`config.mk`:
```
export PLATFORM = sky130hd
export DESIGN_NAME = aal5_segmenter
export DESIGN_NICKNAME = d
export VERILOG_FILES = /design/src/rtl/aal5seg_pkg.sv /design/src/rtl/aal5seg_crc32.sv /design/src/rtl/aal5seg_hec.sv /design/src/rtl/aal5_segmenter.sv
export SDC_FILE = /design/constraint.sdc
export NUM_CORES = 1
export LEC_CHECK = 0
export BUFFER_PORTS_ARGS = -buffer_cell sky130_fd_sc_hd__buf_2
export CAP_MARGIN = 40
export CORE_ASPECT_RATIO = 0.5
export CORE_MARGIN = 1.5
export CORE_UTILIZATION = 60
export DETAILED_ROUTE_END_ITERATION = 7
export PLACE_DENSITY = 0.81
export RECOVER_POWER = 50
export SLEW_MARGIN = 30
export SYNTH_ARGS = -nofsm -noshare
export SYNTH_HDL_FRONTEND = slang
export SYNTH_SLANG_ARGS = --single-unit
```
`constraint.sdc`:
```
create_clock -name clk -period 4.85 [get_ports clk]
set_input_delay 0.7275 -clock clk [delete_from_list [all_inputs] [get_ports clk]]
set_output_delay 0.7275 -clock clk [all_outputs]
set_load 0.05 [all_outputs]
```
`src/rtl/aal5seg_pkg.sv`:
```
`timescale 1ns/1ps
package aal5seg_pkg;

   typedef enum logic [1:0] {
      MODE_AAL5     = 2'b00,
      MODE_TR_PLAIN = 2'b01,
      MODE_TR_PTI   = 2'b10,
      MODE_TR_SPARE = 2'b11
   } seg_mode_e;

   typedef enum logic [1:0] {
      ST_IDLE = 2'b00,
      ST_HDR  = 2'b01,
      ST_PAY  = 2'b10
   } seg_state_e;

   // one byte of a CRC-32, MSB first
   function automatic logic [31:0] crc32_byte(input logic [31:0] c,
                                              input logic [7:0]  d,
                                              input logic [31:0] poly);
      logic [31:0] r;
      r = c;
      for (int b = 7; b >= 0; b--) begin
         if (r[31] ^ d[b]) r = {r[30:0], 1'b0} ^ poly;
         else              r = {r[30:0], 1'b0};
      end
      return r;
   endfunction

   // one byte of a CRC-8, MSB first
   function automatic logic [7:0] crc8_byte(input logic [7:0] c,
                                            input logic [7:0] d,
                                            input logic [7:0] poly);
      logic [7:0] r;
      r = c;
      for (int b = 7; b >= 0; b--) begin
         if (r[7] ^ d[b]) r = {r[6:0], 1'b0} ^ poly;
         else             r = {r[6:0], 1'b0};
      end
      return r;
   endfunction

   // byte k of a 32-bit word, k=0 is the most significant
   function automatic logic [7:0] word_byte(input logic [31:0] w,
                                            input logic [1:0]  k);
      case (k)
         2'd0:    return w[31:24];
         2'd1:    return w[23:16];
         2'd2:    return w[15:8];
         default: return w[7:0];
      endcase
   endfunction

endpackage

```
`src/rtl/aal5seg_crc32.sv`:
```
`timescale 1ns/1ps
module aal5seg_crc32 #(
   parameter logic [31:0] POLY = 32'h04C1_1DB7,
   parameter logic [31:0] SEED = 32'hFFFF_FFFF
) (
   input  logic        clk,
   input  logic        rst_n,
   input  logic        clr,
   input  logic        en,
   input  logic [7:0]  din,
   output logic [31:0] crc_q
);
   import aal5seg_pkg::*;

   always_ff @(posedge clk or negedge rst_n) begin
      if (!rst_n)   crc_q <= SEED;
      else if (clr) crc_q <= SEED;
      else if (en)  crc_q <= crc32_byte(crc_q, din, POLY);
   end
endmodule

```
`src/rtl/aal5seg_hec.sv`:
```
`timescale 1ns/1ps
module aal5seg_hec #(
   parameter int          HDR_BYTES = 4,
   parameter logic [7:0]  POLY      = 8'h07,
   parameter logic [7:0]  COSET     = 8'h55
) (
   input  logic [8*HDR_BYTES-1:0] hdr,
   output logic [7:0]             hec
);
   import aal5seg_pkg::*;

   logic [7:0] chain [0:HDR_BYTES];
   assign chain[0] = 8'h00;

   for (genvar g = 0; g < HDR_BYTES; g++) begin : g_step
      assign chain[g+1] = crc8_byte(chain[g], hdr[8*(HDR_BYTES-g)-1 -: 8], POLY);
   end

   assign hec = chain[HDR_BYTES] ^ COSET;
endmodule

```
`src/rtl/aal5_segmenter.sv`:
```
`timescale 1ns/1ps
module aal5_segmenter #(
   parameter int          PAY_BYTES      = 48,
   parameter int          HDR_BYTES      = 4,
   parameter int          LEN_W          = 16,
   parameter logic [31:0] CRC_POLY       = 32'h04C1_1DB7,
   parameter logic [7:0]  HEC_POLY       = 8'h07,
   parameter logic [7:0]  HEC_COSET      = 8'h55,
   parameter bit          TRANSPARENT_EN = 1'b1
) (
   input  logic                   clk,
   input  logic                   rst_n,
   input  logic                   in_valid,
   output logic                   in_ready,
   input  logic [7:0]             in_data,
   input  logic [LEN_W-1:0]       pkt_len,
   input  logic [8*HDR_BYTES-1:0] hdr_word,
   input  logic [15:0]            ctl_word,
   input  logic [1:0]             mode,
   output logic                   out_valid,
   output logic [7:0]             out_data,
   output logic                   out_sop
);
   import aal5seg_pkg::*;

   localparam int TRL_BYTES = 8;
   localparam int HW        = 8*HDR_BYTES;
   localparam int IDX_W     = $clog2(PAY_BYTES);
   localparam int TRL_POS   = PAY_BYTES - TRL_BYTES;
   localparam int CRC_POS   = PAY_BYTES - 4;
   localparam logic [IDX_W-1:0] IDX_TRL  = IDX_W'(TRL_POS);
   localparam logic [IDX_W-1:0] IDX_CRC  = IDX_W'(CRC_POS);
   localparam logic [IDX_W-1:0] IDX_LAST = IDX_W'(PAY_BYTES-1);
   localparam logic [IDX_W-1:0] IDX_HEC  = IDX_W'(HDR_BYTES);
   localparam logic [LEN_W-1:0] LIM_AAL5 = LEN_W'(TRL_POS);
   localparam logic [LEN_W-1:0] LIM_TR   = LEN_W'(PAY_BYTES);
   localparam logic [HW-1:0]    PTI_NET  = HW'(8);
   localparam logic [HW-1:0]    PTI_EOP  = HW'(2);

   // elaboration-time parameter checks
   if (PAY_BYTES < TRL_BYTES || (PAY_BYTES % 4) != 0) begin : g_bad_pay
      $error("PAY_BYTES must be a multiple of 4 and hold the trailer");
   end
   if (HDR_BYTES < 1 || HDR_BYTES >= PAY_BYTES) begin : g_bad_hdr
      $error("HDR_BYTES out of range");
   end
   if (LEN_W < 7 || LEN_W > 16) begin : g_bad_len
      $error("LEN_W must lie in 7..16");
   end

   // mode variant: transparent modes may be compiled out
   seg_mode_e mode_in;
   if (TRANSPARENT_EN) begin : g_tr_on
      assign mode_in = seg_mode_e'(mode);
   end else begin : g_tr_off
      assign mode_in = MODE_AAL5;
   end

   seg_state_e       st_q, st_d;
   logic [IDX_W-1:0] idx_q, idx_d;
   logic [LEN_W-1:0] rem_q, rem_d, acc_q, acc_d;
   logic [HW-1:0]    hdr_q;
   logic [15:0]      ctl_q;
   seg_mode_e        mode_q;
   logic             fin_q, fin_d;
   logic             start;

   logic             emit, emit_sop;
   logic [7:0]       emit_byte;
   logic             crc_clr, crc_en;
   logic [31:0]      crc_q;
   logic [HW-1:0]    hdr_eff;
   logic [7:0]       hec, hdr_byte;
   logic [31:0]      trl_word;
   logic             is_aal5, has_data;

   function automatic logic is_last(input logic [LEN_W-1:0] r, input logic aal5);
      return aal5 ? (r <= LIM_AAL5) : (r <= LIM_TR);
   endfunction

   assign is_aal5  = (mode_q == MODE_AAL5);
   assign has_data = (rem_q != '0);
   assign start    = (st_q == ST_IDLE) && in_valid;
   assign in_ready = (st_q == ST_PAY) && has_data;
   assign trl_word = {ctl_q, 16'(acc_q)};
   assign hdr_eff  = (fin_q && (is_aal5 || mode_q == MODE_TR_PTI))
                   ? ((hdr_q & ~PTI_NET) | PTI_EOP) : hdr_q;

   aal5seg_hec #(.HDR_BYTES(HDR_BYTES), .POLY(HEC_POLY), .COSET(HEC_COSET)) u_hec (
      .hdr (hdr_eff),
      .hec (hec)
   );

   aal5seg_crc32 #(.POLY(CRC_POLY), .SEED(32'hFFFF_FFFF)) u_crc (
      .clk   (clk),
      .rst_n (rst_n),
      .clr   (crc_clr),
      .en    (crc_en),
      .din   (emit_byte),
      .crc_q (crc_q)
   );

   always_comb begin
      hdr_byte = 8'h00;
      for (int k = 0; k < HDR_BYTES; k++) begin
         if (idx_q == IDX_W'(k)) hdr_byte = hdr_eff[8*(HDR_BYTES-1-k) +: 8];
      end
   end

   always_comb begin
      st_d      = st_q;
      idx_d     = idx_q;
      rem_d     = rem_q;
      acc_d     = acc_q;
      fin_d     = fin_q;
      emit      = 1'b0;
      emit_sop  = 1'b0;
      emit_byte = 8'h00;
      crc_clr   = 1'b0;
      crc_en    = 1'b0;
      unique case (st_q)
         ST_IDLE: begin
            if (in_valid) begin
               st_d    = ST_HDR;
               idx_d   = '0;
               rem_d   = pkt_len;
               acc_d   = '0;
               fin_d   = is_last(pkt_len, mode_in == MODE_AAL5);
               crc_clr = 1'b1;
            end
         end
         ST_HDR: begin
            emit      = 1'b1;
            emit_sop  = (idx_q == '0);
            emit_byte = (idx_q == IDX_HEC) ? hec : hdr_byte;
            if (idx_q == IDX_HEC) begin
               st_d  = ST_PAY;
               idx_d = '0;
            end else begin
               idx_d = idx_q + 1'b1;
            end
         end
         ST_PAY: begin
            if (has_data) begin
               emit      = in_valid;
               emit_byte = in_data;
               crc_en    = in_valid && is_aal5;
               if (in_valid) begin
                  rem_d = rem_q - 1'b1;
                  acc_d = acc_q + 1'b1;
               end
            end else if (is_aal5 && fin_q && idx_q >= IDX_TRL) begin
               emit = 1'b1;
               if (idx_q < IDX_CRC) begin
                  emit_byte = word_byte(trl_word, idx_q[1:0]);
                  crc_en    = 1'b1;
               end else begin
                  emit_byte = word_byte(~crc_q, idx_q[1:0]);
               end
            end else begin
               emit   = 1'b1;
               crc_en = is_aal5;
            end
            if (emit) begin
               if (idx_q == IDX_LAST) begin
                  idx_d = '0;
                  if (fin_q) begin
                     st_d = ST_IDLE;
                  end else begin
                     st_d  = ST_HDR;
                     fin_d = is_last(rem_d, is_aal5);
                  end
               end else begin
                  idx_d = idx_q + 1'b1;
               end
            end
         end
         default: st_d = ST_IDLE;
      endcase
   end

   always_ff @(posedge clk or negedge rst_n) begin
      if (!rst_n) begin
         st_q      <= ST_IDLE;
         idx_q     <= '0;
         rem_q     <= '0;
         acc_q     <= '0;
         fin_q     <= 1'b0;
         hdr_q     <= '0;
         ctl_q     <= '0;
         mode_q    <= MODE_AAL5;
         out_valid <= 1'b0;
         out_sop   <= 1'b0;
         out_data  <= 8'h00;
      end else begin
         st_q      <= st_d;
         idx_q     <= idx_d;
         rem_q     <= rem_d;
         acc_q     <= acc_d;
         fin_q     <= fin_d;
         out_valid <= emit;
         out_sop   <= emit_sop;
         out_data  <= emit_byte;
         if (start) begin
            hdr_q  <= hdr_word;
            ctl_q  <= ctl_word;
            mode_q <= mode_in;
         end
      end
   end
endmodule

```
After elaboration in Yosys (flattened, before gate mapping)
Index checks and enable logic that the tools add are counted.
{"block": "word_totals", "out_inout_bits": 11, "regBits": 133}
{"block": "classes", "n_mux": 105, "n_eq_ne": 16, "reduce_logical": 21, "bitwise_logic": 80, "n_addsub": 3, "n_lt_le_gt_ge": 6}
{"operator": "2-to-1 mux 32 bit", "count": 16}
{"operator": "2-to-1 mux 27 bit", "count": 8}
{"operator": "2-to-1 mux 16 bit", "count": 7}
{"operator": "inverter 14 bit", "count": 8}
{"operator": "2-to-1 mux 3 bit", "count": 32}
{"operator": "inverter 3 bit", "count": 31}
{"operator": "<= comparator 16 x 6 -> 1 bit, second input constant", "count": 4}
{"operator": "2-to-1 mux 8 bit", "count": 8}
{"operator": "case mux 16 bit (2 select lines)", "count": 2}
{"operator": "case mux 8 bit (3 select lines)", "count": 2}
{"operator": "XOR 1 bit", "count": 34}
{"operator": "inverter 32 bit", "count": 1}
{"operator": "2-to-1 mux 6 bit", "count": 4}
{"operator": "case mux 6 bit (3 select lines)", "count": 1}
{"operator": "adder 16 x 1 -> 16 bit, second input constant", "count": 1}
{"operator": "2-to-1 mux 1 bit", "count": 16}
{"operator": "case mux 8 bit (2 select lines)", "count": 1}
{"operator": "nonzero test 16 bit", "count": 1}
{"operator": "subtractor 16 x 1 -> 16 bit, second input constant", "count": 1}
{"operator": "== test 6 x 2 -> 1 bit, second input constant", "count": 2}
{"operator": "AND reduction 4 bit", "count": 3}
{"operator": "zero test 2 bit", "count": 4}
{"operator": "2-to-1 mux 2 bit", "count": 4}
{"operator": "inequality test 2 bit, second input constant", "count": 4}
{"operator": "other kinds (21)", "count": 36}

Logic depth before layout (Yosys ltp)
Gate-level depths: netlist of run 1.
{"block": "depth", "depth_word": 98, "mapped_depth": 16, "ltp_nobuf": 13}

By module
A second synthesis of run 1 with hierarchy kept.
{"block": "unflattened", "cells_unflattened": 862, "area_unflattened_um2": 9287.7}
{"module": "aal5_segmenter", "instances": 1, "area_each_um2": 6139.6, "cells_each": 626, "seq_area_each_um2": 2527.4}
{"module": "aal5seg_crc32", "instances": 1, "area_each_um2": 2252.2, "cells_each": 170, "seq_area_each_um2": 840.8}
{"module": "aal5seg_hec", "instances": 1, "area_each_um2": 895.9, "cells_each": 66, "seq_area_each_um2": 0.0}

Least setup slack after synthesis of run 1
OpenSTA, ideal clock, no wires.
{"block": "synth_timing", "kind": "register to register", "from": "register hdr_q[30]", "to": "register u_crc.crc_q[6]", "arrival_time_ns": 3.927, "setup_slack_ns": 0.859, "setup_time_ns": 0.064, "t_required_ns": 4.786, "stages_incl_launch_ff": 13, "synth_period_minus_slack_ns": 3.991, "cell_sequence": "dfrtp_1 buf_2 xor3_2 xnor3_1 xnor3_2 xor2_4 xnor3_1 a211oi_4 xnor2_4 xnor3_2 xor2_1 or3_1 nand3_1"}
{"element": "start, declared", "line": "aal5_segmenter.sv:62", "rtl": "logic [HW-1:0] hdr_q;"}
{"element": "start signal, assigned", "line": "aal5_segmenter.sv:205", "rtl": "hdr_q <= hdr_word;"}
{"element": "XOR 1 bit *", "line": "aal5seg_pkg.sv:37", "rtl": "if (r[7] ^ d[b]) r = {r[6:0], 1'b0} ^ poly;"}
{"element": "2-to-1 mux 3 bit *", "line": "aal5seg_pkg.sv:37"}
{"element": "XOR 1 bit or inverter 3 bit (tied branches)"}
{"element": "2-to-1 mux 3 bit", "line": "aal5seg_pkg.sv:37"}
{"element": "XOR 1 bit or inverter 3 bit (tied branches)"}
{"element": "2-to-1 mux 3 bit", "line": "aal5seg_pkg.sv:37"}
{"element": "inverter 3 bit (no source line) or XOR 1 bit (tied branches)"}
{"element": "2-to-1 mux 3 bit", "line": "aal5seg_pkg.sv:37"}
{"element": "[... 17 more ...]"}
{"element": "net emit_byte[2]", "line": "aal5_segmenter.sv:69", "rtl": "logic [7:0] emit_byte;"}
{"element": "[... 3 more ...]"}
{"element": "2-to-1 mux 32 bit *", "line": "aal5seg_crc32.sv:17", "rtl": "else if (clr) crc_q <= SEED;"}
{"element": "inverter 14 bit (no source line)"}
{"element": "2-to-1 mux 27 bit *", "line": "aal5seg_pkg.sv:24", "rtl": "if (r[31] ^ d[b]) r = {r[30:0], 1'b0} ^ poly;"}
{"element": "2-to-1 mux 32 bit *", "line": "aal5seg_crc32.sv:18", "rtl": "else if (en) crc_q <= crc32_byte(crc_q, din, POLY);"}
{"element": "2-to-1 mux 32 bit *", "line": "aal5seg_crc32.sv:17"}
{"element": "2-to-1 mux 27 bit *", "line": "aal5seg_pkg.sv:24"}
{"element": "2-to-1 mux 32 bit *", "line": "aal5seg_crc32.sv:18"}
{"element": "2-to-1 mux 32 bit *", "line": "aal5seg_crc32.sv:17"}
{"element": "end signal, assigned", "line": "aal5seg_crc32.sv:18"}
{"element": "end, declared", "line": "aal5seg_crc32.sv:11", "rtl": "output logic [31:0] crc_q"}
The timed path passes the listed nets; every way through them passes the cells marked *. The select of a mux whose other input is x is not followed.
A chain may end at the register's enable or synchronous reset.

Final worst setup path of run 1
{"block": "layout_timing", "from": "register rem_q[0]", "to": "register u_crc.crc_q[26]"}
{"block": "layout_via", "elab_chain_cells": 21}
{"element": "start, declared", "line": "aal5_segmenter.sv:61", "rtl": "logic [LEN_W-1:0] rem_q, rem_d, acc_q, acc_d;"}
{"element": "start signal, assigned", "line": "aal5_segmenter.sv:198", "rtl": "rem_q <= rem_d;"}
{"element": "nonzero test 16 bit *", "line": "aal5_segmenter.sv:82", "rtl": "assign has_data = (rem_q != '0);"}
{"element": "2-to-1 mux 8 bit", "line": "aal5_segmenter.sv:144", "rtl": "if (has_data) begin"}
{"element": "case mux 8 bit (2 select lines)", "line": "aal5_segmenter.sv:121", "rtl": "unique case (st_q)"}
{"element": "XOR 1 bit", "line": "aal5seg_pkg.sv:24"}
{"element": "2-to-1 mux 27 bit", "line": "aal5seg_pkg.sv:24"}
{"element": "2-to-1 mux 32 bit", "line": "aal5seg_crc32.sv:18"}
{"element": "2-to-1 mux 32 bit", "line": "aal5seg_crc32.sv:17"}
{"element": "2-to-1 mux 32 bit or inverter 14 bit (tied branches)"}
{"element": "[... 5 more ...]"}
{"element": "2-to-1 mux 32 bit, on equally long branches", "line": "aal5seg_crc32.sv:18, aal5seg_crc32.sv:17"}
{"element": "2-to-1 mux 32 bit or 2-to-1 mux 27 bit (tied branches)", "line": "aal5seg_crc32.sv:17, aal5seg_pkg.sv:24"}
{"element": "2-to-1 mux 32 bit", "line": "aal5seg_crc32.sv:18"}
{"element": "2-to-1 mux 32 bit", "line": "aal5seg_crc32.sv:17"}
{"element": "XOR 1 bit or inverter 14 bit (tied branches)"}
{"element": "2-to-1 mux 27 bit", "line": "aal5seg_pkg.sv:24"}
{"element": "2-to-1 mux 32 bit", "line": "aal5seg_crc32.sv:18"}
{"element": "2-to-1 mux 32 bit", "line": "aal5seg_crc32.sv:17"}
Every way passes the cells marked *; elsewhere a longest branch is shown, timed or not. The select of a mux whose other input is x is not followed.

==> out/qor.yml, run 1 <==
cp_max_fo: 7
rows: 31
max-cap-violations: 3
ioPinCount: 88
clock_latency_ns: 0.42
synth_area_um2: 8820
io_buffer_count: 87
wl_um: 24600
endpoint_kind: "flop"
gp_congestion: 0.934
die_x_um: 174
hold_viol_final: 0
synthXorXnorAreaFrac_pct: 19.9
tightest_slew_ns: 2.81
reg2reg_slack_ns: 0.42
grt_start_max_net_pins: 76
synth_seq_area_share_pct: 38.2
syn_nets: 1072
critPathKind: "flop to flop"
postCtsSetupRepairBufs: 0
first_pass_iters: 6
rsz0062_at_grt: "false"
multi_input_area_um2: 5090
first_iter_violations: 792
num_vias: 7665
clock-sinks: 133
cts_buffers: 17
setup_tns_ns: 0
postSynthAreaPerCell_um2: 8.96
synthMuxAreaShare_pct: 2.63
grt_overflow: 0
cts_tree: "done"
dieArea_um2: 15500
synthArstFlopShare_pct: 100
r2r-start: "rem_q[0]"
syn-instance-count: 984
rr_endpoint: "u_crc.crc_q[26]"
period_share_pct: 91.3
post-synth-top-area-cell: "dfrtp_1"
min_path_type: "primary input to asynchronous set/reset pin"
status: "finished, violations left"
vias_per_cell: 6.05
setup_viol: 0
synth_top_family_by_area: "XOR/XNOR gates"
skew_ns: 0.00836
synthFlopType: "dfrtp_1"
dp_hpwl_um: 17700
required_ns: 5.19
synth_edf_count: 0
ant_nets: 0
violations: "max-capacitance violations, max-slew violations"
period_needed_ns: 4.43
ys_ff_latch: 133
fin_util_pct: 70.1
ctsHoldBuffers: 0
grt_pass1_vias: 7157
ys.warnings.count: 0
post_drt_wl_per_cell_um: 19.4
start_kind: "flop"
arrival_ns: 4.77
clk_pin_slew_worst_paths_ns: 0.06
drc_errors: 0
die_h_um: 88.7
drive_above_1_share_pct: 18.1
finalNetCount: 1142
synth_area_leaders: "dfrtp_1 (29%), nand2_1 (9.6%), dfstp_2 (9.5%)"
htreeDepth: 4
synth_compound_area_share_pct: 14.3
synth_fa_ha_area_share_pct: 1.56
clockRootBuffer: "clkbuf_16"
yosys.area_share.simple_pct: 19.1
maxSlewHeadroom_pct: -87.1
syn_to_final_growth_pct: 14.4
drv_slew: 125
grt_pass1_wl_um: 38500
antenna_found_initial: 2
grt_usage_pct: 32.9
register_area_um2: 3370
max_freq_mhz: 226
fillers: 1097
synth_top_area_share_pct: 28.7
hold_slack_ns: 0.330
initial_core_util_pct: 61.3
worst_r2r_path_depth: 13
cts-root-to-sink-buffers: 2
core_area_um2: 14400
ctsResizeCount: 0
synth_cell_types: 68
[how the worst max path moves through the flow]
stage | start | end | slack, ns | cells after the start
2_1_floorplan | hdr_q[30] | u_crc.crc_q[6] | 0.86 | 12
3_3_place_gp | idx_q[0] | u_crc.crc_q[6] | 0.65 | 13
3_5_place_dp | rem_q[0] | u_crc.crc_q[8] | 0.53 | 13
4_1_cts | rem_q[0] | u_crc.crc_q[8] | 0.49 | 13
5_1_grt | rem_q[0] | u_crc.crc_q[26] | 0.11 | 13
6_report | rem_q[0] | u_crc.crc_q[26] | 0.42 | 13
[worst max-delay path: stages (launching register included)]
cell and delay [ns]:
dfrtp_1 0.44, inv_1 0.11, ha_1 0.22, nor4b_1 0.36, nand4_1 0.27, or4_1 0.75
o211ai_1 0.47, nor2_1 0.10, a211oi_1 0.28, nand2_1 0.24, xor2_1 0.53, xnor2_1 0.21
xnor2_1 0.18, a31oi_1 0.19
[cells by family (layout without fill, tap and decap cells)]
kind of cell / count (synthesis) / in the layout
AOI/OAI and AO/OA: 192 / 192
xor gates and xnor gates: 149 / 149
adders and majority gates: 11 / 11
buffers and inverters: 99 / 182
DFF: 133 / 133
muxes: 13 / 13
other: 0 / 1
and+or+nand+nor: 387 / 387
[per-layer routing]
metal  vias to the layer above  global-route usage [%]  wire (µm)
li1                       3524                       -          -
met1                      3708                    45.4      10600
met2                       375                    52.9      11300
met3                        56                    7.04       2140
met4                         2                    9.87        574
met5                         -                       0         13
[state kept, by name (all words and copies together), names as in the netlist, 2 cells and up]
| register | cells |
|---|---|
| acc_q | 16 |
| u_crc.crc_q | 32 |
| rem_q | 16 |
| out_data | 8 |
| ctl_q | 16 |
| st_q | 2 |
| hdr_q | 32 |
| mode_q | 2 |
| idx_q | 6 |
[synthesized netlist by cell type, types with 7 or more instances]
cell,n
nand2_1,225
dfrtp_1,101
xnor2_1,82
nor2_1,62
a21oi_1,56
clkbuf_1,48
inv_1,43
o21ai_0,40
xor2_1,33
dfstp_2,32
nand3_1,22
o211ai_1,22
xnor3_1,19
o22ai_1,14
a222oi_1,12
nor3_1,12
ha_1,11
nand4_1,9
or3_1,9
mux4_2,8
nand2b_1,8
nor4_1,8
a221oi_1,7
and3_1,7
nor2b_1,7
[stage by stage]
step	setup slack, ns	cells	instance area (µm²)
2_1_floorplan	0.859	984	8820
3_3_place_gp	0.647	1231	9430
3_5_place_dp	0.527	1231	9440
4_1_cts	0.488	1263	10100
5_1_grt	0.107	1265	10100
6_report	0.423	1266	10100
[cell usage in the layout, fill, tap and decap left out, types with 3 or more instances in the layout]
cell and n:
a222oi_1 12, dfstp_2 32, or3_1 9, o31ai_1 5, nand3b_1 3, nand4_1 9
a31oi_1 3, buf_4 15, inv_1 43, nand2b_1 8, o211ai_1 22, a22oi_1 4
ha_1 11, nor2b_1 7, clkinv_2 3, clkbuf_16 22, buf_2 82, nor4_1 8
xor2_1 33, o21ai_0 40, a211oi_1 3, nor3_1 12, xnor3_1 19, mux2i_1 4
clkbuf_1 9, dfrtp_1 101, and2_1 4, o22ai_1 14, and3_1 7, nand2_1 224
xnor2_2 6, xor3_1 4, a221oi_1 7, nor2_1 62, xnor2_1 82, a21oi_1 55
mux4_2 8, nand3_1 22
[cell type report]
type	count	share of cell area, %
inverter	44	1.64
antenna	1	0.0248
multi-input combinational	752	50.5
clock buffer	24	5.63
sequential	133	33.4
clock inverter	8	0.769
timing repair buffer	106	5.56
tap	198	2.46
Power of run 1 is not shown: default switching activity piles up to over one toggle a cycle in this logic, so the estimate is an artifact.
==> inputs of run 2 (changes only) <==
- CORE_MARGIN: 1.5 -> 5
- PLACE_DENSITY: 0.81 -> 0.82
- RECOVER_POWER: 50 -> 25
==> out/qor.yml, run 2 (same netlist as run 1, synthesis figures left out) <==
gp_congestion: 0.959  # +2.7%
max-cap-violations: 1  # -2
die_x_um: 181  # +4.0%
setup_tns_ns: 0  # unchanged
cts-root-to-sink-buffers: 2  # unchanged
rsz0062_at_grt: "false"
hold_viol_final: 0  # unchanged
endpoint_kind: "flop"
cts_buffers: 17  # unchanged
period_share_pct: 91.1  # -0.17 points
drc_errors: 0  # unchanged
htreeDepth: 4  # unchanged
dp.cells: 1231  # unchanged
fillers: 1125  # +2.6%
grt_pass1_vias: 7541  # +5.4%
post_drt_wl_per_cell_um: 19.7  # +1.7%
period_needed_ns: 4.42  # -0.00841 ns
core_area_um2: 14400  # +0.27%
postCtsSetupRepairBufs: 0  # unchanged
clock_latency_ns: 0.44  # +0.02 ns
grt_start_max_net_pins: 76  # unchanged
grt_overflow: 0  # unchanged
critPathKind: "flop to flop"
cts_tree: "done"
ctsResizeCount: 0  # unchanged
first_pass_iters: 6  # unchanged
clock-sinks: 133  # unchanged
dieArea_um2: 17400  # +12%
ioPinCount: 88  # unchanged
diodes: 0  # -1
wl_um: 24900  # +1.4%
hold_slack_ns: 0.479  # +0.149 ns
tightest_slew_ns: 2.71  # -0.101 ns
violations: "max-capacitance violations, max-slew violations"
setup_viol: 0  # unchanged
cp_max_fo: 11  # +4
max_freq_mhz: 226  # +0.19%
final_cell_mix: "nand2_1 (224), dfrtp_1 (101), buf_2 (86), xnor2_1 (82), nor2_1 (62)"
ctsHoldBuffers: 0  # unchanged
ant_nets: 0  # unchanged
clk_pin_slew_worst_paths_ns: 0.06  # about the same
syn_to_final_growth_pct: 13.5
antenna_found_initial: 0  # -2
dp_hpwl_um: 18100  # +2.4%
drive_above_1_share_pct: 18.4  # +0.32 points
grt_usage_pct: 29.3  # -3.6 points
initial_core_util_pct: 61.1  # -0.16 points
num_vias: 7698  # +0.43%
start_kind: "flop"
mostFrequentLayoutCell: "nand2_1"
grt_pass1_wl_um: 39400  # +2.4%
skew_ns: 0.0153  # +0.00698 ns
die_h_um: 95.7  # +7.9%
first_iter_violations: 833  # +5.2%
drv_slew: 50  # -60%
min_path_type: "flop to flop"
final_cells: 1263  # -0.24%
status: "finished, violations left"
fin_util_pct: 69.3  # -0.73 points
required_ns: 5.20  # about the same
rows: 31  # unchanged
io_buffer_count: 87  # unchanged
arrival_ns: 4.77  # about the same
vias_per_cell: 6.10  # +0.67%
clockRootBuffer: "clkbuf_16"
finalNetCount: 1140  # -0.18%
maxSlewHeadroom_pct: -80.3  # +6.8 points
top_regs: "hdr_q (32), u_crc.crc_q (32)"
run 2: cell count changes in the layout (fill, tap and decap cells not counted), sizes merged:
| cell | change |
|---|---|
| bufinv | -1 |
| clkinvlp | +5 |
| clkinv | -1 |
| inv | +1 |
| buf | +5 |
| diode | -1 |
| clkbuf | -11 |
run 2: critical path, cell delays in order (launching register included):
cell and delay (ns):
dfrtp_1 0.44, inv_1 0.11, ha_1 0.22, nor4b_1 0.35
nand4_1 0.23, buf_4 0.25, and2_1 0.32, a221oi_1 0.71
nand3_1 0.15, o2111ai_1 0.22, nor2_1 0.08, buf_4 0.17
xnor2_1 0.46, xnor3_1 0.34, xnor2_1 0.14, o21ai_0 0.17
run 2: path summary, 6_finish.rpt:
check,slack (ns),start,cells past startpoint,to
worst max-delay path,0.43,rem_q[0],15,u_crc.crc_q[12]
worst min-delay path,0.48,hdr_q[3],2,hdr_q[3]
worst max register to register,0.43,rem_q[0],15,u_crc.crc_q[12]
worst min register to register,0.48,hdr_q[3],2,hdr_q[3]
max in group asynchronous,0.99,rst_n,2,hdr_q[21]
min in group asynchronous,0.63,rst_n,1,rem_q[3]
run 2: cell type report:
cell class                 count  area [µm²]  share of cell area, %
multi-input combinational    752        5090                   50.9
sequential                   133        3370                   33.7
timing repair buffer         104         574                   5.74
clock buffer                  20         458                   4.58
tap                          198         248                   2.48
inverter                      44         165                   1.65
clock inverter                12        98.8                  0.988
run 2: routing by layer:
metal / routed length (µm) / vias to the layer above / track usage [%]
met3: 2520 / 68 / 7.70
met4: 742 / 0 / 10.3
met1: 10300 / 3738 / 39.1
li1: - / 3516 / -
met5: 0 / - / 0
met2: 11300 / 376 / 47.1
run 2: stage by stage:
step                cell area [µm²]  worst slack, ns
floorplan                      8820            0.859
global placement               9430            0.722
detailed placement             9480            0.531
CTS                           10000            0.502
global route                  10000           0.0839
finish                        10000            0.432
Power of run 2 is left out for the same reason.
==> inputs of run 3 (changes only) <==
- SYNTH_HIERARCHICAL: default -> 1
==> out/qor.yml, run 3 <==
status: "finished, violations left"
violations: "max-capacitance violations, max-slew violations"
ioPinCount: 88  # unchanged
max-cap-violations: 2  # +1
endpoint_kind: "flop"
critPathKind: "flop to flop"
required_ns: 5.21  # about the same
num_vias: 7349  # -4.5%
clock-sinks: 133  # unchanged
drv_slew: 81  # +62%
ctsResizeCount: 0  # unchanged
dieArea_um2: 18200  # +4.9%
start_kind: "flop"
cts-root-to-sink-buffers: 2  # unchanged
initial_core_util_pct: 60.7  # -0.38 points
rsz0062_at_grt: "false"
tightest_slew_ns: 2.17  # -0.531 ns
synth_area_leaders: "dfrtp_1 (27%), dfstp_2 (9.1%), xnor3_1 (7.5%)"
top_regs: "hdr_q (32), u_crc/crc_q (32)"
syn_to_final_growth_pct: 13.3
cp_max_fo: 11  # unchanged
grt_usage_pct: 28.5  # -0.73 points
die_x_um: 186  # +2.5%
first_iter_violations: 798  # -4.2%
period_share_pct: 89.8  # -1.3 points
cts_buffers: 17  # unchanged
ys.warnings.count: 6  # +6
mostFrequentLayoutCell: "dfrtp_1"
clock_latency_ns: 0.43  # about the same
antenna_found_initial: 0  # unchanged
synth_area_um2: 9290  # +5.3%
finalNetCount: 1021  # -10%
crit_buf_inv: 2  # -1
crit_chain: "inv_1 > ha_1 > clkinv_1 > nor3_2 > a221oi_1 > o311a_1 > nor2_1 > o21a_1 > xor2_1 > xnor3_1 > xnor3_1 > a21bo_1"
grt_overflow: 0  # unchanged
first_pass_iters: 5  # -1
ctsHoldBuffers: 0  # unchanged
grt_pass1_wl_um: 40500  # +2.7%
post-synth-top-area-cell: "dfrtp_1"
grt_start_max_net_pins: 41  # -46%
final_cell_mix: "dfrtp_1 (101), buf_2 (86), xnor2_1 (62), nor2_1 (57), mux2_2 (51)"
grt_pass1_vias: 7403  # -1.8%
postSynthAreaPerCell_um2: 10.8  # +20%
max_freq_mhz: 230  # +1.4%
setup_viol: 0  # unchanged
vias_per_cell: 6.40  # +4.9%
synth_edf_count: 0  # unchanged
critPathTopFamily: "XOR/XNOR gates"
wl_um: 25300  # +1.5%
clockRootBuffer: "clkbuf_16"
core_area_um2: 15300  # +6.0%
rows: 32  # +3.2%
diodes: 0  # unchanged
synthArstFlopShare_pct: 100  # unchanged
min_path_type: "flop to flop"
synthFlopType: "dfrtp_1"
skew_ns: 0.0131  # -0.00219 ns
synth_cell_types: 84  # +24%
dp_hpwl_um: 17700  # -2.4%
maxSlewHeadroom_pct: -45.0  # +35 points
synth_seq_area_share_pct: 36.3  # -1.9 points
io_buffer_count: 87  # unchanged
syn-instance-count: 862  # -12%
synth.most_common_cell: "dfrtp_1"
ys_ff_latch: 133  # unchanged
gp_congestion: 0.994  # +3.7%
drive_above_1_share_pct: 27.6  # +9.2 points
synth_top_area_share_pct: 27.2  # -1.5 points
critical_path.slowest_cell: "xnor3_1"
synth_commonest_cells: "dfrtp_1 (101), xnor2_1 (62), nor2_1 (57)"
arrival_ns: 4.72  # -0.05 ns
hold_viol_final: 0  # unchanged
drc_errors: 0  # unchanged
cpPeakStageDelay_ns: 0.61  # -0.10 ns
critPathMostFrequentCell: "xnor3_1"
postCtsSetupRepairBufs: 0  # unchanged
setup_tns_ns: 0  # unchanged
die_h_um: 98.0  # +2.4%
ant_nets: 0  # unchanged
syn_nets: 951  # -11%
clk_pin_slew_worst_paths_ns: 0.07  # about the same
period_needed_ns: 4.36  # -0.0617 ns
htreeDepth: 4  # unchanged
post_drt_wl_per_cell_um: 22.0  # +12%
cts_tree: "done"
==> run 3: cell type report <==
class                      count  area, µm²
inverter                      35        133
multi-input combinational    639       5540
timing repair buffer         106        573
tap                          204        255
clock buffer                  19        433
fill                        1101       4770
sequential                   133       3370
clock inverter                13        221
==> run 3: metal layers <==
layer | track usage [%] | vias up | wire, µm
met2 | 43.2 | 394 | 11500
met1 | 40.8 | 3632 | 10800
li1 | - | 3269 | -
met3 | 7.22 | 54 | 2400
met4 | 8.73 | 0 | 629
met5 | 0 | - | 0
==> run 3: per-stage QoR <==
step / util (%) / cell area, µm² / setup slack (ns) / hold slack, ns / cells
finish: 68.8 / 10500 / 0.494 / 0.504 / 1149
global route: 68.8 / 10500 / 0.158 / 0.516 / 1149
CTS: 69.0 / 10500 / 0.555 / 0.288 / 1149
detailed placement: 64.7 / 9890 / 0.612 / 0.498 / 1117
global placement: 64.5 / 9870 / 0.723 / 0.485 / 1116
floorplan: - / 9290 / 0.793 / 0.432 / 862
==> run 3: cell families (layout without fill, tap and decap cells) <==
logic type,Yosys count,after routing,synth area share (%)
simple gates,210,210,11.7
flops,133,133,36.3
mux,67,67,8.99
compound gates,199,199,15.3
buf+inv,90,173,4.05
xor+xnor,150,150,21.9
fa+ha+maj,13,13,1.72
==> run 3: worst register-to-register path: stages, from the launching register on <==
cell and delay (ns):
dfrtp_1 0.44, inv_1 0.11, ha_1 0.49, clkinv_1 0.22, nor3_2 0.51, a221oi_1 0.20, o311a_1 0.36, nor2_1 0.15
o21a_1 0.22, xor2_1 0.40, xnor3_1 0.61, xnor3_1 0.39, a21bo_1 0.20
==> run 3: worst paths after layout <==
kind | start | end | slack, ns | cells after the start
min in group asynchronous | rst_n | acc_q[14] | 0.92 | 1
worst max register to register | idx_q[0] | u_crc/crc_q[13] | 0.49 | 12
max in group asynchronous | rst_n | hdr_q[26] | 0.98 | 3
worst max-delay path | idx_q[0] | u_crc/crc_q[13] | 0.49 | 12
worst min-delay path | hdr_q[1] | hdr_q[1] | 0.50 | 1
worst min register to register | hdr_q[1] | hdr_q[1] | 0.50 | 1
Power of run 3 is left out for the same reason.
